[src/rtl/sgi_pkg.sv]
package sgi_pkg;

  typedef enum logic [1:0] {
    ROUTE_LIST   = 2'b00,
    ROUTE_OTHERS = 2'b01,
    ROUTE_SELF   = 2'b10,
    ROUTE_RSVD   = 2'b11
  } route_e;

  localparam int NUM_W   = 4;
  localparam int NUM_LSB = 0;
  localparam int MAP_W   = 8;
  localparam int MAP_LSB = 16;
  localparam int RTE_LSB = 24;

  function automatic logic [NUM_W-1:0] word_num(input logic [31:0] w);
    return w[NUM_LSB +: NUM_W];
  endfunction

  function automatic logic [MAP_W-1:0] word_map(input logic [31:0] w);
    return w[MAP_LSB +: MAP_W];
  endfunction

  function automatic route_e word_route(input logic [31:0] w);
    return route_e'(w[RTE_LSB +: 2]);
  endfunction

endpackage

[src/rtl/sgi_route_dec.sv]
module sgi_route_dec
  import sgi_pkg::*;
#(
  parameter int NUM_CPU = 4,
  parameter int CPU_W   = 2
) (
  input  logic               clk,
  input  logic               rst_n,
  input  logic               wr_en_i,
  input  logic [CPU_W-1:0]   wr_cpu_i,
  input  logic [31:0]        wr_data_i,
  output logic [NUM_CPU-1:0] dest_o,
  output logic [NUM_W-1:0]   num_o,
  output logic               fire_o
);

  route_e             route;
  logic [MAP_W-1:0]   map;
  logic               unused_word;

  assign route       = word_route(wr_data_i);
  assign map         = word_map(wr_data_i);
  assign num_o       = word_num(wr_data_i);
  assign unused_word = ^wr_data_i;

  always_comb begin
    for (int c = 0; c < NUM_CPU; c++) begin
      unique case (route)
        ROUTE_LIST:   dest_o[c] = map[c];
        ROUTE_OTHERS: dest_o[c] = (wr_cpu_i != CPU_W'(c));
        ROUTE_SELF:   dest_o[c] = (wr_cpu_i == CPU_W'(c));
        default:      dest_o[c] = 1'b0;
      endcase
    end
  end

  assign fire_o = wr_en_i && (|dest_o);

  AST_RSVD_IDLE: assert property (@(posedge clk) disable iff (!rst_n)
    (route == ROUTE_RSVD) |-> (dest_o == '0));

  AST_LIST_SUBSET: assert property (@(posedge clk) disable iff (!rst_n)
    (route == ROUTE_LIST) |-> ((dest_o & ~map[NUM_CPU-1:0]) == '0));

  AST_SELF_ONE: assert property (@(posedge clk) disable iff (!rst_n)
    (route == ROUTE_SELF) |-> $onehot0(dest_o));

  AST_OTHERS_SKIP: assert property (@(posedge clk) disable iff (!rst_n)
    (route == ROUTE_OTHERS && int'(wr_cpu_i) < NUM_CPU) |-> !dest_o[wr_cpu_i]);

endmodule

[src/rtl/sgi_pend_bank.sv]
module sgi_pend_bank #(
  parameter int BITS = 64
) (
  input  logic            clk,
  input  logic            rst_n,
  input  logic [BITS-1:0] set_i,
  input  logic [BITS-1:0] clr_i,
  output logic [BITS-1:0] pend_o
);

  always_ff @(posedge clk or negedge rst_n) begin
    if (!rst_n) pend_o <= '0;
    else        pend_o <= (pend_o & ~clr_i) | set_i;
  end

  for (genvar k = 0; k < BITS; k++) begin : g_chk
    AST_SET_NEXT: assert property (@(posedge clk) disable iff (!rst_n)
      set_i[k] |=> pend_o[k]);
    AST_CLR_NEXT: assert property (@(posedge clk) disable iff (!rst_n)
      (clr_i[k] && !set_i[k]) |=> !pend_o[k]);
    AST_HOLD: assert property (@(posedge clk) disable iff (!rst_n)
      (!clr_i[k] && !set_i[k]) |=> $stable(pend_o[k]));
  end

endmodule

[src/rtl/sgi_trigger.sv]
module sgi_trigger
  import sgi_pkg::*;
#(
  parameter int NUM_CPU = 4,
  parameter int NUM_ID  = 16,
  parameter int CPU_W   = (NUM_CPU > 1) ? $clog2(NUM_CPU) : 1
) (
  input  logic                      clk,
  input  logic                      rst_n,
  input  logic                      wr_en_i,
  input  logic [CPU_W-1:0]          wr_cpu_i,
  input  logic [31:0]               wr_data_i,
  input  logic [NUM_CPU-1:0]        ack_vld_i,
  input  logic [NUM_CPU*NUM_W-1:0]  ack_id_i,
  output logic [NUM_CPU*NUM_ID-1:0] pend_o
);

  localparam int BITS = NUM_CPU * NUM_ID;

  logic [NUM_CPU-1:0] dest;
  logic [NUM_W-1:0]   num;
  logic               fire;
  logic [BITS-1:0]    set_vec;
  logic [BITS-1:0]    clr_vec;

  sgi_route_dec #(.NUM_CPU(NUM_CPU), .CPU_W(CPU_W)) u_dec (
    .clk       (clk),
    .rst_n     (rst_n),
    .wr_en_i   (wr_en_i),
    .wr_cpu_i  (wr_cpu_i),
    .wr_data_i (wr_data_i),
    .dest_o    (dest),
    .num_o     (num),
    .fire_o    (fire)
  );

  for (genvar c = 0; c < NUM_CPU; c++) begin : g_cpu
    for (genvar n = 0; n < NUM_ID; n++) begin : g_num
      assign set_vec[c*NUM_ID+n] = fire && dest[c] && (num == NUM_W'(n));
      assign clr_vec[c*NUM_ID+n] = ack_vld_i[c] &&
                                   (ack_id_i[c*NUM_W +: NUM_W] == NUM_W'(n));
    end
  end

  sgi_pend_bank #(.BITS(BITS)) u_bank (
    .clk    (clk),
    .rst_n  (rst_n),
    .set_i  (set_vec),
    .clr_i  (clr_vec),
    .pend_o (pend_o)
  );

  AST_ONE_NUM_PER_WRITE: assert property (@(posedge clk) disable iff (!rst_n)
    fire |-> ($countones(set_vec) == $countones(dest)));

endmodule

[config.mk]
export PLATFORM = sky130hd
export DESIGN_NAME = sgi_trigger
export DESIGN_NICKNAME = d
export VERILOG_FILES = /design/src/rtl/sgi_pkg.sv /design/src/rtl/sgi_route_dec.sv /design/src/rtl/sgi_pend_bank.sv /design/src/rtl/sgi_trigger.sv
export SDC_FILE = /design/constraint.sdc
export NUM_CORES = 1
export LEC_CHECK = 0
export BUFFER_PORTS_ARGS = -buffer_cell sky130_fd_sc_hd__buf_2
export CORE_ASPECT_RATIO = 0.75
export CORE_UTILIZATION = 50
export DETAILED_ROUTE_END_ITERATION = 8
export PLACE_DENSITY = 0.92
export SETUP_SLACK_MARGIN = 0.15
export SYNTH_ARGS = -nofsm -noshare
export SYNTH_HDL_FRONTEND = slang
export SYNTH_HIERARCHICAL = 1
export SYNTH_SLANG_ARGS = --single-unit
[constraint.sdc]
create_clock -name clk -period 0.9 [get_ports clk]
set_clock_uncertainty 0.2 [all_clocks]
set_input_delay 0.045 -clock clk [delete_from_list [all_inputs] [get_ports clk]]
set_output_delay 0.045 -clock clk [all_outputs]
set_load 0.005 [all_outputs]
==> run metrics <==
Clock Path Buffers 2; Synth top area share 0.4697; Ys Warns 6; fillcell total 378; antenna fix cells 0; Lkg Pwr 2.803 nW; Synth Area in XOR/XNOR 0; relative slew slack 0.7227; startpoint types primary input; final slew viol count 0; post-synth top area cell dfrtp_1; multi-input logic area 1690 um2; post-synth cell types 29; Post-Synth Simple-Gate Area 0.2690; fraction of layout cells with a size suffix above 1 0.4192; synthesized area per cell 8.481 um2; gr usage total 0.2700; 1st-iter DRT viols 221; DP Worst Slack -1040 ps; largest registers u_bank/pend_o (64); adder-cell share of the synthesized area 0; CTS H-tree lvls 3; Period Utilization, post-route 1.745; Final setup viols 128; vias in the first global route 3205; # rows 25; First-pass DRT Iterations 5; IO Count 121; first-pass GRT wire length 15000 um; Syn Nets 459; largest net degree at the start of global routing 25; crit path capture type register; fin nets 646; antenna violations before repair 0; Setup CP Type in2reg; Chip Width 97.35 um; setup TNS -50040 ps; via count of the routed design 3604; Final Power 9.073 mW; slack of the critical path -670.6 ps; max reg flops 64; largest family of logic cells by synthesized area simple AND/OR/NAND/NOR gates; unrepaired setup endpoints after global routing true; required time worst endpoint 990 ps; CTS tree done; post-DR vias/cell 5.339; run status finished with violations; Max Cap Viol 0; #FFs+latches synth 64; HP Class in2async; CTS Buf Count 9; hold slack -636.0 ps; grt total ovfl 0; GP Congestion 0.8830; Post-Synthesis Cells 402; register with the most flip-flops u_bank/pend_o; antenna-violating nets left 0; sequential share of the synthesized area 0.4697; Total Wirelength 10540 um; Port Buffers 98; Synth Area in Compound Gates 0.1626; die height 73.52 um; DPL Wire Length 6737 um; # clock sinks 64; DRC 0; utilization after layout 0.7971; crit path DAT 1660 ps; maximum vdd drop 941.3 uV; Die ar. 7157 um2; Worst-Margin Slew 414.9 ps; Worst-path clk slew 70 ps; Fmax 0.6367 GHz; FF+latch area 1602 um2; top cells by area, synth dfrtp_1, a21o_1, nor2_1; wire per inst 15.62 um; Initial Utilization 0.5291; Clock Tree Root clkbuf_8; Hold Vio Cnt, Final 83; Syn Std Cell Area 3410 um2; minimum clock period 1571 ps; mux contribution to synthesized area 0.002936; Core Area 6444 um2; area grow syn2layout 50.64%; clock latency on the worst-skew pair 350 ps; Power Density 1766 nW/um2; failing checks negative hold slack, negative setup slack; worst-path maximum fanout 6
==> routing by layer <==
metal	vias to the layer above	routed length, um	global-route usage
met2	176	5184	0.4382
met4	0	175	0.09150
met5	-	0	0
met1	1738	4339	0.3502
li1	1664	-	-
met3	26	844	0.08278
==> worst paths after layout <==
kind / from / endpoint / slack (ps) / cells past startpoint
worst max-delay path: wr_cpu_i[0] / u_bank/pend_o[33] / -670 / 8
worst min-delay path: rst_n / u_bank/pend_o[3] / -640 / 1
worst max register to register: u_bank/pend_o[28] / u_bank/pend_o[28] / -220 / 3
worst min register to register: u_bank/pend_o[60] / u_bank/pend_o[60] / 280 / 1
max in group asynchronous: rst_n / u_bank/pend_o[31] / 740 / 2
min in group clk: ack_id_i[13] / u_bank/pend_o[56] / -120 / 4
==> cell families (layout without fill, tap and decap cells) <==
| group | count (synthesis) | after routing |
|---|---|---|
| compound gates | 72 | 72 |
| mux | 1 | 1 |
| flops | 64 | 64 |
| simple gates | 186 | 186 |
| buf+inv | 79 | 271 |
==> synthesized netlist by cell type (all sizes together) <==
master   count
or4b         1
nand3b       8
or3b         4
clkbuf       6
nand2b      14
o21a         1
a311oi       1
nand4bb      4
o22ai        1
nand4b       5
a211oi       2
mux2i        1
nand4        2
nor3        24
nand2        9
inv         64
and3b        1
o31a         2
a21o        64
nor2b        1
buf          9
a21boi       1
nand3        4
nor2       109
dfrtp       64
==> cell usage in the layout, fill, tap and decap left out, drive strengths merged, types with 3 or more instances in the layout <==
cell	netlist	final
buf	9	191
nor2	109	109
inv	64	64
a21o	64	64
dfrtp	64	64
nor3	24	24
nand2b	14	14
clkbuf	6	11
nand2	9	9
nand3b	8	8
nand4b	5	5
nand4bb	4	4
or3b	4	4
nand3	4	4
clkinvlp	0	3
==> layout make-up <==
class                   count  share of cell area
multi-input cells         259              0.3291
flip-flops and latches     64              0.3118
repair buffers            191              0.2558
inverters                  64             0.04677
clock buffers              11             0.02558
well taps                  81             0.01973
clock inverters             5             0.01121
==> worst max-delay path, cell delays in order <==
cell      delay, ps
buf_8           100
o21a_4          210
a211oi_4        210
o31a_1          240
or4b_4          490
buf_8           160
nor2_4           80
a21o_1          100
==> per-stage QoR <==
| stage | cell area, um2 | std cells |
|---|---|---|
| after floorplan | 3472 | 402 |
| after global placement | 4322 | 607 |
| after detailed placement | 4322 | 607 |
| after CTS | 4780 | 646 |
| after global routing | 5136 | 675 |
| final | 5136 | 675 |
==> power by group <==
part / internal (mW) / switching (mW)
Combinational: 1.66 / 1.16
Clock: 1.28 / 1.15
Sequential: 3.49 / 0.349
Total: 6.42 / 2.65
==> what timing repair did <==
item,CTS,global route
gates cloned,0,1
endpoints found under the hold margin,102,80
pin swaps,6,15
endpoints found under the setup margin,128,128
resized for setup,21,42
buffers inserted,23,28
(Power assumes the default switching activity.)
